===== src/rtl/brg_pkg.sv =====
package brg_pkg;
  localparam int unsigned STEP_W  = 5;
  localparam int unsigned US_W    = 18;
  localparam int unsigned RST_US  = 10000;
  localparam int unsigned LOCK_US = 500;
  localparam int unsigned LP_KBPS = 80000;

  typedef enum logic [1:0] {K_WAIT, K_WR, K_RD, K_END} kind_t;
  typedef enum logic [2:0] {S_IDLE, S_LOAD, S_ACC, S_WAIT, S_DONE, S_FAIL} st_t;

  typedef struct packed {
    logic        has_rdbk;
    logic        pclk_ref;
    logic [7:0]  hsync, vsync, hbp, vbp, hfp, vfp;
    logic [15:0] hres, vres;
    logic [5:0]  depth;
    logic        loose18;
    logic [2:0]  lanes;
    logic [15:0] pll_word;
    logic [19:0] pll_kbps;
    logic [7:0]  sleep_ms, on_ms;
  } cfg_t;
endpackage


===== src/rtl/brg_wait_timer.sv =====
module brg_wait_timer import brg_pkg::*; #(
  parameter int unsigned CYC_PER_US = 100
) (
  input  logic            clk,
  input  logic            rst_n,
  input  logic            load,
  input  logic [US_W-1:0] load_us,
  output logic            expired
);
  localparam int unsigned PW = (CYC_PER_US > 1) ? $clog2(CYC_PER_US) : 1;
  localparam logic [PW-1:0] PRE_LAST = PW'(CYC_PER_US - 1);

  logic [PW-1:0]   pre_q, pre_d;
  logic [US_W-1:0] cnt_q, cnt_d;
  logic            tick;

  assign tick = (pre_q == PRE_LAST);

  always_comb begin
    pre_d = pre_q;
    cnt_d = cnt_q;
    if (load) begin
      pre_d = '0;
      cnt_d = load_us;
    end else if (cnt_q != '0) begin
      pre_d = tick ? '0 : pre_q + PW'(1);
      if (tick) cnt_d = cnt_q - US_W'(1);
    end
  end

  always_ff @(posedge clk or negedge rst_n) begin
    if (!rst_n) begin
      pre_q <= '0;
      cnt_q <= '0;
    end else begin
      pre_q <= pre_d;
      cnt_q <= cnt_d;
    end
  end

  assign expired = (cnt_q == '0);


  cnt_down_chk: assert property (@(posedge clk) disable iff (!rst_n)
    (!load && cnt_q != '0) |=> (cnt_q <= $past(cnt_q)));
endmodule


===== src/rtl/brg_step_table.sv =====
module brg_step_table import brg_pkg::*; (
  input  logic [STEP_W-1:0] step,
  input  cfg_t              cfg,
  output kind_t             kind,
  output logic [7:0]        addr,
  output logic [15:0]       data,
  output logic [US_W-1:0]   wait_us,
  output logic              skip,
  output logic              bad
);
  logic [1:0]  fmt;
  logic        fmt_ok;
  logic [20:0] lp_div;
  logic [15:0] cfg_a;

  always_comb begin
    fmt_ok = 1'b1;
    fmt    = 2'd0;
    case (cfg.depth)
      6'd16:   fmt = 2'd0;
      6'd18:   fmt = cfg.loose18 ? 2'd2 : 2'd1;
      6'd24:   fmt = 2'd3;
      default: fmt_ok = 1'b0;
    endcase
  end

  assign lp_div = (21'(cfg.pll_kbps) + 21'(LP_KBPS - 1)) / 21'(LP_KBPS);
  assign cfg_a  = 16'h0342 | (cfg.pclk_ref ? 16'h0020 : 16'h0000);

  always_comb begin
    kind    = K_WR;
    addr    = 8'h00;
    data    = 16'h0000;
    wait_us = '0;
    skip    = 1'b0;
    bad     = 1'b0;
    case (step)
      5'd0:  begin kind = K_WAIT; wait_us = US_W'(RST_US); end
      5'd1:  begin kind = K_WAIT; wait_us = US_W'(RST_US); end
      5'd2:  begin kind = K_RD; addr = 8'hB0; data = 16'h2828; skip = !cfg.has_rdbk; end
      5'd3:  begin kind = K_RD; addr = 8'hB7; data = 16'h0301; skip = !cfg.has_rdbk; end
      5'd4:  begin addr = 8'hB1; data = {cfg.vsync, cfg.hsync}; end
      5'd5:  begin addr = 8'hB2; data = {8'(cfg.vsync + cfg.vbp), 8'(cfg.hsync + cfg.hbp)}; end
      5'd6:  begin addr = 8'hB3; data = {cfg.vfp, cfg.hfp}; end
      5'd7:  begin addr = 8'hB4; data = cfg.hres; end
      5'd8:  begin addr = 8'hB5; data = cfg.vres; end
      5'd9:  begin addr = 8'hB6; data = 16'h0008 | 16'(fmt); bad = !fmt_ok; end
      5'd10: begin addr = 8'hDE; data = 16'(cfg.lanes - 3'd1); end
      5'd11: begin addr = 8'hB7; data = cfg_a; end
      5'd12: begin addr = 8'hBA; data = cfg.pll_word; end
      5'd13: begin addr = 8'hB8; data = 16'h0000; end
      5'd14: begin addr = 8'hBB; data = 16'((lp_div - 21'd1) & 21'h3F); end
      5'd15: begin addr = 8'hB9; data = 16'h0001; end
      5'd16: begin kind = K_WAIT; wait_us = US_W'(LOCK_US); end
      5'd17: begin addr = 8'hBC; data = 16'h0001; end
      5'd18: begin addr = 8'hBF; data = 16'h0011; end
      5'd19: begin kind = K_WAIT; wait_us = US_W'(cfg.sleep_ms) * US_W'(1000); end
      5'd20: begin addr = 8'hBC; data = 16'h0001; end
      5'd21: begin addr = 8'hBF; data = 16'h0029; end
      5'd22: begin kind = K_WAIT; wait_us = US_W'(cfg.on_ms) * US_W'(1000); end
      5'd23: begin addr = 8'hB7; data = cfg_a | 16'h0009; end
      default: kind = K_END;
    endcase
  end
endmodule


===== src/rtl/brg_bringup.sv =====
module brg_bringup import brg_pkg::*; #(
  parameter int unsigned CLK_KHZ = 100000
) (
  input  logic        clk,
  input  logic        rst_n,
  input  logic        start,
  input  logic        has_rdbk,
  input  logic        pclk_ref,
  input  logic [7:0]  hsync,
  input  logic [7:0]  vsync,
  input  logic [7:0]  hbp,
  input  logic [7:0]  vbp,
  input  logic [7:0]  hfp,
  input  logic [7:0]  vfp,
  input  logic [15:0] hres,
  input  logic [15:0] vres,
  input  logic [5:0]  depth,
  input  logic        loose18,
  input  logic [2:0]  lanes,
  input  logic [15:0] pll_word,
  input  logic [19:0] pll_kbps,
  input  logic [7:0]  sleep_ms,
  input  logic [7:0]  on_ms,
  output logic        acc_req,
  output logic        acc_wr,
  output logic [7:0]  acc_addr,
  output logic [15:0] acc_wdata,
  input  logic        acc_ack,
  input  logic [15:0] acc_rdata,
  output logic        bridge_rst_n,
  output logic        done,
  output logic        error
);
  localparam int unsigned CYC_PER_US = (CLK_KHZ >= 2000) ? CLK_KHZ / 1000 : 1;

  st_t               st_q, st_d;
  logic [STEP_W-1:0] step_q, step_d;
  cfg_t              cfg;
  kind_t             kind;
  logic [15:0]       data;
  logic [US_W-1:0]   wait_us;
  logic              skip, bad, tload, expired;

  assign cfg = '{has_rdbk: has_rdbk, pclk_ref: pclk_ref, hsync: hsync, vsync: vsync,
                 hbp: hbp, vbp: vbp, hfp: hfp, vfp: vfp, hres: hres, vres: vres,
                 depth: depth, loose18: loose18, lanes: lanes, pll_word: pll_word,
                 pll_kbps: pll_kbps, sleep_ms: sleep_ms, on_ms: on_ms};

  brg_step_table u_tbl (
    .step(step_q), .cfg(cfg), .kind(kind), .addr(acc_addr), .data(data),
    .wait_us(wait_us), .skip(skip), .bad(bad)
  );

  brg_wait_timer #(.CYC_PER_US(CYC_PER_US)) u_tmr (
    .clk(clk), .rst_n(rst_n), .load(tload), .load_us(wait_us), .expired(expired)
  );

  always_comb begin
    st_d   = st_q;
    step_d = step_q;
    tload  = 1'b0;
    case (st_q)
      S_IDLE, S_DONE, S_FAIL: if (start) begin
        st_d   = S_LOAD;
        step_d = '0;
      end
      S_LOAD: begin
        if (skip) step_d = step_q + STEP_W'(1);
        else if (bad) st_d = S_FAIL;
        else case (kind)
          K_WAIT: begin tload = 1'b1; st_d = S_WAIT; end
          K_END:  st_d = S_DONE;
          default: st_d = S_ACC;
        endcase
      end
      S_ACC: if (acc_ack) begin
        if (kind == K_RD && acc_rdata != data) st_d = S_FAIL;
        else begin
          st_d   = S_LOAD;
          step_d = step_q + STEP_W'(1);
        end
      end
      S_WAIT: if (expired) begin
        st_d   = S_LOAD;
        step_d = step_q + STEP_W'(1);
      end
      default: st_d = S_IDLE;
    endcase
  end

  always_ff @(posedge clk or negedge rst_n) begin
    if (!rst_n) begin
      st_q   <= S_IDLE;
      step_q <= '0;
    end else begin
      st_q   <= st_d;
      step_q <= step_d;
    end
  end

  assign acc_req      = (st_q == S_ACC);
  assign acc_wr       = (kind == K_WR);
  assign acc_wdata    = (kind == K_WR) ? data : 16'h0000;
  assign done         = (st_q == S_DONE);
  assign error        = (st_q == S_FAIL);
  assign bridge_rst_n = !((st_q == S_LOAD || st_q == S_WAIT) && step_q == '0);


  req_hold_chk: assert property (@(posedge clk) disable iff (!rst_n)
    (acc_req && !acc_ack) |=> (acc_req && $stable(acc_addr) && $stable(acc_wdata) && $stable(acc_wr)));

  rst_quiet_chk: assert property (@(posedge clk) disable iff (!rst_n)
    !bridge_rst_n |-> !acc_req);

  done_err_excl_chk: assert property (@(posedge clk) disable iff (!rst_n)
    !(done && error));

  err_hold_chk: assert property (@(posedge clk) disable iff (!rst_n)
    (error && !start) |=> error);

  done_hold_chk: assert property (@(posedge clk) disable iff (!rst_n)
    (done && !start) |=> done);
endmodule


===== config.mk =====
export PLATFORM = sky130hd
export DESIGN_NAME = brg_bringup
export DESIGN_NICKNAME = d
export VERILOG_FILES = /design/src/rtl/brg_pkg.sv /design/src/rtl/brg_wait_timer.sv /design/src/rtl/brg_step_table.sv /design/src/rtl/brg_bringup.sv
export SDC_FILE = /design/constraint.sdc
export NUM_CORES = 1
export LEC_CHECK = 0
export ABC_AREA = 1
export BUFFER_PORTS_ARGS = -buffer_cell sky130_fd_sc_hd__buf_2
export CAP_MARGIN = 30
export CORE_MARGIN = 10
export CORE_UTILIZATION = 53
export CTS_CLUSTER_DIAMETER = 80
export DETAILED_ROUTE_END_ITERATION = 6
export PLACE_DENSITY_LB_ADDON = 0.08
export RECOVER_POWER = 100
export SYNTH_ARGS = -nofsm -noshare
export SYNTH_HDL_FRONTEND = slang
export SYNTH_SLANG_ARGS = --single-unit

===== constraint.sdc =====
create_clock -name clk -period 12.9 [get_ports clk]
set_input_delay 1.29 -clock clk [delete_from_list [all_inputs] [get_ports clk]]
set_output_delay 1.29 -clock clk [all_outputs]
set_load 0.03 [all_outputs]

## Word-level counts from Yosys, hierarchy flattened

Index checks and enable logic that the tools add are counted.

- Reductions and logical operators: 27
- $mul: 2
- Add/subtract/negate cells: 8
- Div/mod/pow operators: 1
- Multiplexer cells: 35
- Equal/unequal tests: 42

Operators with widths:

| cell | count |
|---|---|
| 16-bit one-hot mux with 16 select lines | 1 |
| 8-bit one-hot mux with 15 select lines | 1 |
| 18-bit one-hot mux with 4 select lines | 1 |
| 18-bit 2-to-1 mux | 3 |
| 5-bit by 4-bit equality test with 1-bit output, second input constant | 8 |
| 5-bit equality test, second input constant | 8 |
| 8-bit by 7-bit multiplier with 15-bit output, second input constant | 2 |
| 5-bit 2-to-1 mux | 5 |
| 20-bit by 17-bit adder with 21-bit output, second input constant | 1 |
| 21-bit by 17-bit divider with 21-bit output, second input constant | 1 |
| 7-bit 2-to-1 mux | 3 |
| 5-bit by 3-bit equality test with 1-bit output, second input constant | 4 |
| 5-bit one-hot mux with 4 select lines | 1 |
| 6-bit by 5-bit equality test with 1-bit output, second input constant | 3 |
| 18-bit logical NOT | 1 |
| 3-bit 2-to-1 mux | 6 |
| 18-bit nonzero test | 1 |
| 18-bit by 1-bit subtractor with 18-bit output, second input constant | 1 |
| 17-bit OR reduction | 1 |
| 8-bit adder | 2 |
| 16-bit 2-to-1 mux | 1 |
| 16-bit inequality test | 1 |
| 3-bit one-hot mux with 4 select lines | 1 |
| 3-bit OR reduction | 4 |
| other kinds (33) | 54 |

- Register bits: 33
- Output and inout bits: 29
- Word-level logic and storage cells: 119

## Logic depth before layout (Yosys ltp)

Gate-level depths: netlist (run 1).

- Depth in word-level cells: 10
- Depth in mapped cells: 52

## Hierarchy

From an unflattened synthesis (run 1), not the netlist that was laid out.

- Cells, all modules: 1,443
- Area total of the unflattened synthesis: 8,939.8 um^2

By module, submodules not included:

| module | instances | cells each | area each (um^2) | sequential area each (um^2) |
|---|---|---|---|---|
| brg_step_table | 1 | 966 | 6,150.9 | 0.0 |
| brg_wait_timer | 1 | 276 | 1,747.9 | 625.6 |
| brg_bringup | 1 | 201 | 1,041.0 | 200.2 |

## Worst setup path after synthesis (run 1)

OpenSTA, ideal clock, no wires.

- Path kind: input-to-output
- Start point: input pll_kbps[14]
- End point: output acc_wdata[2]
- Stages: 28
- Path slack: 5.724 ns
- Arrival time: 5.886 ns
- Cell sequence: buf_2 nand2_1 inv_2 nand2_1 nor2_1 nand3_1 nand3_2 a21oi_1 a21oi_4 nand2_4 buf_6 a21oi_2 nand3_2 o21ai_4 buf_6 nand2_2 xor2_1 a21oi_4 nand2_4 nand2_2 nand3_1 o21bai_2 nand2_2 and2_1 ha_1 inv_1 nor2_1 o311ai_0

- Longest elaborated chain between the ends: 5

Ends and longest elaborated chain:

| element | line | source |
|---|---|---|
| start, declared | brg_bringup.sv:21 | `input logic [19:0] pll_kbps,` |
| 20-bit by 17-bit adder with 21-bit output | brg_step_table.sv:27 | `assign lp_div = (21'(cfg.pll_kbps) + 21'(LP_KBPS - 1)) / 21'(LP_KBPS);` |
| 21-bit by 17-bit divider with 21-bit output | brg_step_table.sv:27 |  |
| 6-bit by 1-bit subtractor with 6-bit output | brg_step_table.sv:52 | `5'd14: begin addr = 8'hBB; data = 16'((lp_div - 21'd1) & 21'h3F); end` |
| 16-bit one-hot mux with 16 select lines | brg_step_table.sv:37 | `case (step)` |
| 16-bit 2-to-1 mux | brg_bringup.sv:103 | `assign acc_wdata = (kind == K_WR) ? data : 16'h0000;` |
| end, declared | brg_bringup.sv:27 | `output logic [15:0] acc_wdata,` |

No other way between the ends.

## Worst setup path in the final report (run 1)

- Start point: input pll_kbps[11]
- End point: register step_q[2]

- Longest elaborated chain between the ends: 8

Ends and longest elaborated chain:

| element | line | source |
|---|---|---|
| 20-bit by 17-bit adder with 21-bit output | brg_step_table.sv:27 |  |
| 21-bit by 17-bit divider with 21-bit output | brg_step_table.sv:27 |  |
| 6-bit by 1-bit subtractor with 6-bit output | brg_step_table.sv:52 |  |
| 16-bit one-hot mux with 16 select lines | brg_step_table.sv:37 |  |
| 16-bit inequality test | brg_bringup.sv:77 | `if (kind == K_RD && acc_rdata != data) st_d = S_FAIL;` |
| 1-bit logical AND | brg_bringup.sv:77 |  |
| 2-bit inequality test (no source line) | -- |  |
| 6-bit AND reduction (no source line) | -- |  |
| end signal, assigned | brg_bringup.sv:97 | `step_q <= step_d;` |
| end, declared | brg_bringup.sv:37 | `logic [STEP_W-1:0] step_q, step_d;` |

No other way between the ends.
A chain may end at the register's enable or synchronous reset.

==> results of run 1 <==
## area by class of cell
type,count,area [um^2]
multi-input cells,1018,6560
repair buffers,201,988
well taps,216,270
inverters,237,890
clock buffers,5,125
fillers,1600,6050
clock inverters,1,5.00
flip-flops and latches,33,826
## registers in the layout, indices dropped and copies added, names as in the netlist
register	flops
u_tmr.pre_q	7
step_q	5
st_q	3
u_tmr.cnt_q	18
## power by group
group          total [mW]  switching (mW)  leakage, nW  internal [mW]
registers           0.112         0.00407        0.379          0.108
clock network       0.111          0.0426       0.0655         0.0689
logic               0.562           0.341         4.87          0.221
## cell families (layout without fill, tap and decap cells)
family	count (synthesis)	count (layout)
buffers and inverters	254	444
AO/OA/AOI/OAI	201	201
AND/OR/NAND/NOR	636	636
adder cells (fa/ha/maj)	142	142
flip-flops	33	33
XOR/XNOR	39	39
## final timing paths
check,slack [ns],start,to
max in group asynchronous,10.33,rst_n,u_tmr.cnt_q[13]$_DFFE_PN0P_
max,3.41,pll_kbps[11],step_q[2]$_DFFE_PN0P_
min reg2reg,0.50,u_tmr.cnt_q[0]$_DFFE_PN0P_,u_tmr.cnt_q[0]$_DFFE_PN0P_
max reg2reg,7.25,step_q[0]$_DFFE_PN0P_,u_tmr.cnt_q[15]$_DFFE_PN0P_
min in group asynchronous,1.50,rst_n,st_q[0]$_DFFE_PN0P_
min,0.50,u_tmr.cnt_q[0]$_DFFE_PN0P_,u_tmr.cnt_q[0]$_DFFE_PN0P_
## critical path: cells and delay by family
kind | cells | cell delay [ns]
AND/OR/NAND/NOR | 26 | 3.66
adder cells (fa/ha/maj) | 1 | 0.29
AO/OA/AOI/OAI | 12 | 4.12
buffers and inverters | 1 | 0.12
XOR/XNOR | 1 | 0.19
## cell usage in the layout, fill, tap and decap left out, types with 33 or more instances in the layout
master | netlist | final
sky130_fd_sc_hd__nand2_1 | 274 | 279
sky130_fd_sc_hd__inv_1 | 224 | 224
sky130_fd_sc_hd__dfrtp_1 | 33 | 33
sky130_fd_sc_hd__a21oi_1 | 47 | 49
sky130_fd_sc_hd__nor2_1 | 171 | 171
sky130_fd_sc_hd__o21ai_0 | 58 | 59
sky130_fd_sc_hd__buf_2 | 3 | 166
sky130_fd_sc_hd__nand3_1 | 82 | 82
sky130_fd_sc_hd__fa_1 | 46 | 46
sky130_fd_sc_hd__ha_1 | 96 | 96
## layer usage
metal | GRT usage (%) | vias to the layer above | wire (um)
met5 | 0 | - | 0
met4 | 4.20 | 0 | 409
met3 | 3.52 | 28 | 1590
met2 | 40.2 | 265 | 12200
met1 | 30.8 | 4091 | 11700
li1 | - | 4653 | -
## through the flow
step / util [%] / std cells / instance area, um^2 / setup slack (ns)
2_1_floorplan: - / 1305 / 8420 / 5.72
3_3_place_gp: 61.3 / 1705 / 9640 / 5.30
3_5_place_dp: 61.3 / 1705 / 9640 / 5.08
4_1_cts: 62.2 / 1711 / 9770 / 5.36
5_1_grt: 61.5 / 1711 / 9670 / 2.21
6_report: 61.5 / 1711 / 9670 / 3.41
==> results, run 1 <==
- When the netlist entered floorplanning its net count stood at 1611.
- The floorplan die height is 146 um.
- Among all stages on the critical path, the largest delay is contributed by sky130_fd_sc_hd__o21ai_0.
- The dominant cell by count in the synthesized netlist is sky130_fd_sc_hd__nand2_1.
- The cell count of the worst hold path is 1.
- TritonCTS built the clock tree.
- The area of the placeable core is 15700 um^2.
- 193 I/O pins were placed.
- The portion of synthesized area spent on multiplexers is 0%.
- The average cell area after synthesis is 6.46 um^2.
- The setup violation total in the final timing report is 0.
- The number of sinks driven by the clock tree is 33.
- Summing over every cut layer, the via total after detailed routing is 9037.
- The net count of the finished layout is 1802.
- The classification of the worst-slack hold path is reg -> reg.
- The summed instance area of the synthesized netlist is 8420 um^2.
- The repair_antennas step left the layout with diodes totalling 0.
- The number of post-CTS setup repair buffers is 0.
- Relative to the synthesized area, the layout overhead comes to 14.7%.
- The Yosys step of the flow raised 0 warnings.
- The sequential fraction of the synthesis area is 9.80%.
- The later pin in the worst-skew pair is clocked with a latency of 0.28 ns.
- Sorting the synthesized cells by area gives the leading types as sky130_fd_sc_hd__ha_1 14%, sky130_fd_sc_hd__nand2_1 12%, sky130_fd_sc_hd__fa_1 11%.
- Once the floorplan was initialized, standard cells occupied 53.6% of the core.
- The main combinational cell family by area after synthesis is simple AND/OR/NAND/NOR gates.
- The routed wirelength normalized by instance count is 15.1 um.
- For the pin with the worst max-slew slack, the measured transition is 1.84 ns.
- The sort of element at the end of the critical path is a register.
- In the synthesized netlist, the cells that appear most often are 274 x sky130_fd_sc_hd__nand2_1, 224 x sky130_fd_sc_hd__inv_1, 171 x sky130_fd_sc_hd__nor2_1, 96 x sky130_fd_sc_hd__ha_1, 82 x sky130_fd_sc_hd__nand3_1.
- The floorplan row count is 46.
- The cell at the root of the clock tree is sky130_fd_sc_hd__clkbuf_16.
- Counting stages on the worst path, the most repeated cell is sky130_fd_sc_hd__nand2_1.
- The post-route netlist has 15.5% of its cells at a drive strength greater than 1.
- The number of cells on the worst reg-to-reg path is 21.
- After Yosys synthesis, XOR and XNOR cells account for 4.23% of the synthesized area.
- The number of antenna violations at the first check in global routing came to 0.
- The synthesized-area fraction occupied by and/or/nand/nor cells is 33.5%.
- The worst setup path is launched from an input port.
- Summed over all instances, the cell type with the most area after synthesis is sky130_fd_sc_hd__ha_1.
- The share of synthesized area in the top cell type comes to 14.3%.
- The number of flip-flops and latches in the synthesized netlist is 33.
- The share of the synthesized area in compound gates (AO/OA/AOI/OAI) is 15.7%.
- Entering global routing, the biggest net connects 34 pins.
- The number of buffer cells added on primary ports is 192.
- In this run the tightest slew margin relative to its limit is -22.7%.
- The floorplan step defined a die boundary enclosing 21300 um^2.
- IR analysis of the VDD net gives a maximum drop of 46.3 uV.
- The worst path arrival time is 9.65 ns.
- After layout, the design draws a total of 785 uW.
- Derived from the worst setup path, the maximum achievable clock frequency is 105 MHz.
- The number of nets with antenna violations after routing is 0.
- The number of clock buffers added by TritonCTS is 5.
- The final global-route overflow total is 0.
- The power per cell area is 81.2 nW/um^2.
- Using the TritonRoute via totals, the vias-per-cell ratio works out to 5.28.
- Setup repair after global routing left no endpoint under its margin.
- In the synthesized netlist the dominant register cell turns out to be sky130_fd_sc_hd__dfrtp_1.
- The total count of hold-check failures in the final report was 0.
- The largest single stage delay on the critical path is 1.30 ns.
- The final worst-path cycle share is 73.6%.
- The post-detailed-placement half-perimeter wirelength is 22200 um.
- The H-tree generated during clock tree synthesis spans 2 levels.
- The time the final worst path needs with I/O delays and setup is 9.49 ns.
- STA puts the critical path data required time at 13.06 ns.
- The via count of the first global-routing pass is 8708.
- The count of max-cap constraint violations is 2.
- Routability-driven placement finished with a final weighted congestion of 0.940.
- The fraction of the mapped netlist area in adder cells is 25.2%.
- Once the clock tree was built, the resizer swapped 0 gates to a different size.
- The floorplan step set the die width to 146 um.
- The clock skew after layout is 0.00852 ns.
- The final reports fail on capacitance limit, slew limit.
- After the first detailed-routing iteration, the DRC count stood at 582.
- The category of the most critical setup path is in -> reg.
- The number of detailed-routing iterations run before antenna repair is 5.
- The number of buffers inserted by hold repair at cts is 0.
- The netlist uses 59 different library cells.
- The global router's overall resource usage is 23.4%.
- The synthesized instance count is 1305.
- The static leakage is 5.31 nW.
- The number of enable flip-flop cells after synthesis is 0.
- The critical-path maximum fanout is 15.
- The flow ran to the end, but the final reports show violations.
- The proportion of synthesized flip-flops having asynchronous set or reset is 100%.
- In the final timing run, aggregate negative setup slack is 0 ns.
- The final number of max-transition violations is 50.
- In the routed design, unresolved DRC markers number 0.
- The first global-routing pass estimated 42500 um of wire.
- The post-route worst hold slack is 0.497 ns.
- The maximum root-to-sink buffer count is 2.
- The total length of routed wires is 25900 um.
- Clock-pin slew was measured on the worst setup and hold paths at 0.05 ns.
Note: power is estimated with default switching activity, not from simulation.
==> inputs of run 2 (changes only) <==
- CORE_UTILIZATION: 53 -> 52
- clock period: 12.9 -> 7.7 ns (I/O delays scaled with it)
==> results, run 2 (synthesized netlist as in run 1, its figures left out) <==
- The layout overhead on the synthesized area came to 16.1% (was 14.7%).
- The number of buffer cells added on primary ports was 192 (unchanged).
- The tightest slew margin relative to the limit was -27.1% (was -22.7%).
- The highest-utilization routing layer at the global route stage is met2 (unchanged).
- The critical-path maximum fanout is 15 (unchanged).
- RSZ-0062 raised after global routing: no (unchanged).
- The final global-route overflow total is 0 (unchanged).
- The required time of the critical path came to 7.87 ns (was 13.06 ns).
- The area of the placeable core is 15900 um^2 (was 15700 um^2).
- The routed via count came to 9137 (was 9037).
- The via-per-instance ratio was 5.33 (was 5.28).
- The post-detailed-placement half-perimeter wirelength is 22300 um (was 22200 um).
- The delay of the slowest cell on the worst path is 0.37 ns (was 1.30 ns).
- The met1 usage in global routing is 30.6% (was 30.8%).
- The number of buffers added by the clock tree synthesis step came to 5 (unchanged).
- The number of nets with antenna violations after routing is 0 (unchanged).
- The fraction of final layout cells with drive strength greater than 1 was 16.2% (was 15.5%).
- The clock edge transition at the registers on the reported setup and hold paths is 0.06 ns (was 0.05 ns).
- The launching point of the worst reg2reg path is step_q[0]$_DFFE_PN0P_ (unchanged).
- Largest registers: u_tmr.cnt_q (18), u_tmr.pre_q (7), step_q (5) (unchanged).
- The number of sinks driven by the clock tree is 33 (unchanged).
- The filler-free cell count of the finished design is 1714 (was 1711).
- The cell count of the worst reg-to-reg path is 20 (was 21).
- The effective utilization at floorplan is 53.0% (was 53.6%).
- The global router's overall resource usage is 23.4% (about the same).
- The met3 usage in global routing was 3.87% (was 3.52%).
- The number of cells in the design after placement is 1706 (was 1705).
- The final weighted congestion in routability-driven placement is 0.948 (was 0.940).
- The time the final worst path needs with I/O delays and setup is 6.83 ns.
- The total I/O pin count was 193 (unchanged).
- The count of max-cap constraint violations came to 1 (was 2).
- The actual slew at the worst max-slew pin is 1.91 ns (was 1.84 ns).
- The DRC marker count from the first detailed-route iteration came to 625 (was 582).
- The beginning of the worst hold path is u_tmr.cnt_q[0]$_DFFE_PN0P_ (unchanged).
- The kind of launch point of the worst setup path is an input port (unchanged).
- The final number of max-transition violations is 34 (was 50).
- The final worst-path cycle share is 88.7%.
- The worst path arrival time is 7.00 ns (was 9.65 ns).
- The flip-flop count of the largest register after layout came to 18 (unchanged).
- The power per cell area came to 141 nW/um^2 (was 81.2 nW/um^2).
- The number of H-tree branching levels is 2 (unchanged).
- The total count of hold-check failures in the final report is 0 (unchanged).
- The sort of element at the end of the critical path was a register (unchanged).
- The end point of the worst hold path is u_tmr.cnt_q[0]$_DFFE_PN0P_ (unchanged).
- The number of detailed-routing iterations run before antenna repair was 5 (unchanged).
- The filler cell count in the final layout is 1625 (was 1600).
- The clock latency of the later-clocked register in the worst-skew pair came to 0.29 ns (was 0.28 ns).
- The cell count of the worst hold path came to 1 (unchanged).
- The category of the most critical setup path is in -> reg (unchanged).
- Result of the run: complete, but fails checks (unchanged).
- The floorplan die height is 147 um (was 146 um).
- The worst-case register-to-register setup slack came to 2.32 ns (was 7.25 ns).
- The summed negative setup slack over all endpoints is 0 ns (unchanged).
- The static leakage is 5.34 nW (was 5.31 nW).
- The clock skew after layout is 0.00747 ns (was 0.00852 ns).
- The maximum root-to-sink buffer count is 2 (unchanged).
- The register ranked first by flip-flop count was u_tmr.cnt_q (unchanged).
- The floorplan row count is 46 (unchanged).
- The largest net degree at the start of global routing was 34 (unchanged).
- The most common cell after layout, fill and taps aside is sky130_fd_sc_hd__nand2_1 (unchanged).
- The TritonCTS clock tree is done (unchanged).
- The setup violation total in the final timing report was 0 (unchanged).
- The end of the worst register-to-register path is u_tmr.cnt_q[16]$_DFFE_PN0P_ (was u_tmr.cnt_q[15]$_DFFE_PN0P_).
- The total inserted antenna cells is 0 (unchanged).
- The total length of routed wires is 26000 um (was 25900 um).
- The via count of the first global-routing pass is 8829 (was 8708).
- For this run, the top clock speed supported by timing is 146 MHz.
- The remaining design rule violation count is 0 (unchanged).
- The cell with the biggest individual delay on the critical path was sky130_fd_sc_hd__o21ai_4 (was sky130_fd_sc_hd__o21ai_0).
- The number of antenna violations at the first check in global routing is 0 (unchanged).
- Violations in the final reports: capacitance limit, slew limit (unchanged).
- The routed wirelength normalized by instance count was 15.2 um (was 15.1 um).
- The global-route met2 utilization came to 39.6% (was 40.2%).
- The cell with the most instances on the worst path is sky130_fd_sc_hd__nand2_1 (unchanged).
- Top library cells by usage in the layout, fill and taps aside: 274 x sky130_fd_sc_hd__nand2_1, 224 x sky130_fd_sc_hd__inv_1, 170 x sky130_fd_sc_hd__nor2_1 (was 279 x sky130_fd_sc_hd__nand2_1, 224 x sky130_fd_sc_hd__inv_1, 171 x sky130_fd_sc_hd__nor2_1).
- The number of nets in the finished design is 1803 (was 1802).
- The horizontal die dimension is 147 um (was 146 um).
- The wire length of the first global-routing pass is 43000 um (was 42500 um).
- The number of buffers inserted by hold repair at cts came to 0 (unchanged).
- The classification of the worst-slack hold path is reg -> reg (unchanged).
- The cell at the root of the clock tree is sky130_fd_sc_hd__clkbuf_16 (unchanged).
- The total die area is 21700 um^2 (was 21300 um^2).
- The maximum ir drop on the vdd rail was 93.7 uV (was 46.3 uV).
-- run 2: cell count changes in the layout (fill, tap and decap cells not counted), moves of 2 or more --
cell,before,now
sky130_fd_sc_hd__a21oi_1,49,47
sky130_fd_sc_hd__o21ai_0,59,57
sky130_fd_sc_hd__a21oi_4,0,2
sky130_fd_sc_hd__clkbuf_1,28,30
sky130_fd_sc_hd__nand2_4,3,6
sky130_fd_sc_hd__nand2_2,16,18
sky130_fd_sc_hd__nand2_1,279,274
-- run 2: final cells by class --
| class | instances | area [um^2] | area share [%] |
|---|---|---|---|
| inverter | 237 | 890 | 9.10 |
| clock buffer | 5 | 125 | 1.28 |
| timing repair buffer | 202 | 991 | 10.1 |
| multi-input combinational | 1018 | 6630 | 67.8 |
| clock inverter | 3 | 46.3 | 0.473 |
| sequential | 33 | 826 | 8.44 |
| tap | 216 | 270 | 2.76 |
-- run 2: critical path: cells and delay by family --
family / cells / cell delay, ns
fa+ha+maj: 2 / 0.49
xor+xnor: 1 / 0.17
compound gates: 10 / 2.03
simple gates: 28 / 3.26
buf+inv: 3 / 0.26
-- run 2: what timing repair did --
item	4_1_cts	5_1_grt
buffers inserted	0	0
endpoints found under the setup margin	0	6
gates resized for setup	0	4
-- run 2: how the worst max path moves through the flow --
stage | cells after the start | to | from
after floorplan | 43 | step_q[4]$_DFFE_PN0P_ | pll_kbps[14]
final | 44 | step_q[1]$_DFFE_PN0P_ | pll_kbps[0]
after global placement | 43 | step_q[4]$_DFFE_PN0P_ | pll_kbps[11]
after CTS | 45 | step_q[1]$_DFFE_PN0P_ | pll_kbps[1]
after detailed placement | 45 | step_q[1]$_DFFE_PN0P_ | pll_kbps[1]
after global routing | 47 | step_q[1]$_DFFE_PN0P_ | pll_kbps[5]
-- run 2: metrics by stage --
step                instance area (um^2)  power (mW)  util, %  hold WS, ns  setup WS [ns]
floorplan                           8420       0.909        -        0.458           1.17
global placement                    9640        1.12     60.7        0.476          0.638
global route                        9780        1.55     61.6        0.525        0.00759
finish                              9780        1.38     61.6        0.495          0.871
CTS                                 9820        1.38     61.8        0.493          0.747
detailed placement                  9640        1.14     60.7        0.481          0.438
-- run 2: metal layers --
layer / part of all wire [%] / vias to the layer above / routed length, um
met2: 47 / 314 / 12300
met5: 0 / - / 0
li1: - / 4656 / -
met1: 44 / 4134 / 11500
met4: 1.4 / 0 / 377
met3: 7.0 / 33 / 1830
-- run 2: report_power, final --
| part | total, mW | leakage (nW) | switching (mW) | internal (mW) |
|---|---|---|---|---|
| sequential | 0.188 | 0.379 | 0.00649 | 0.181 |
| clock | 0.234 | 0.0800 | 0.0810 | 0.153 |
| combinational | 0.956 | 4.88 | 0.580 | 0.375 |
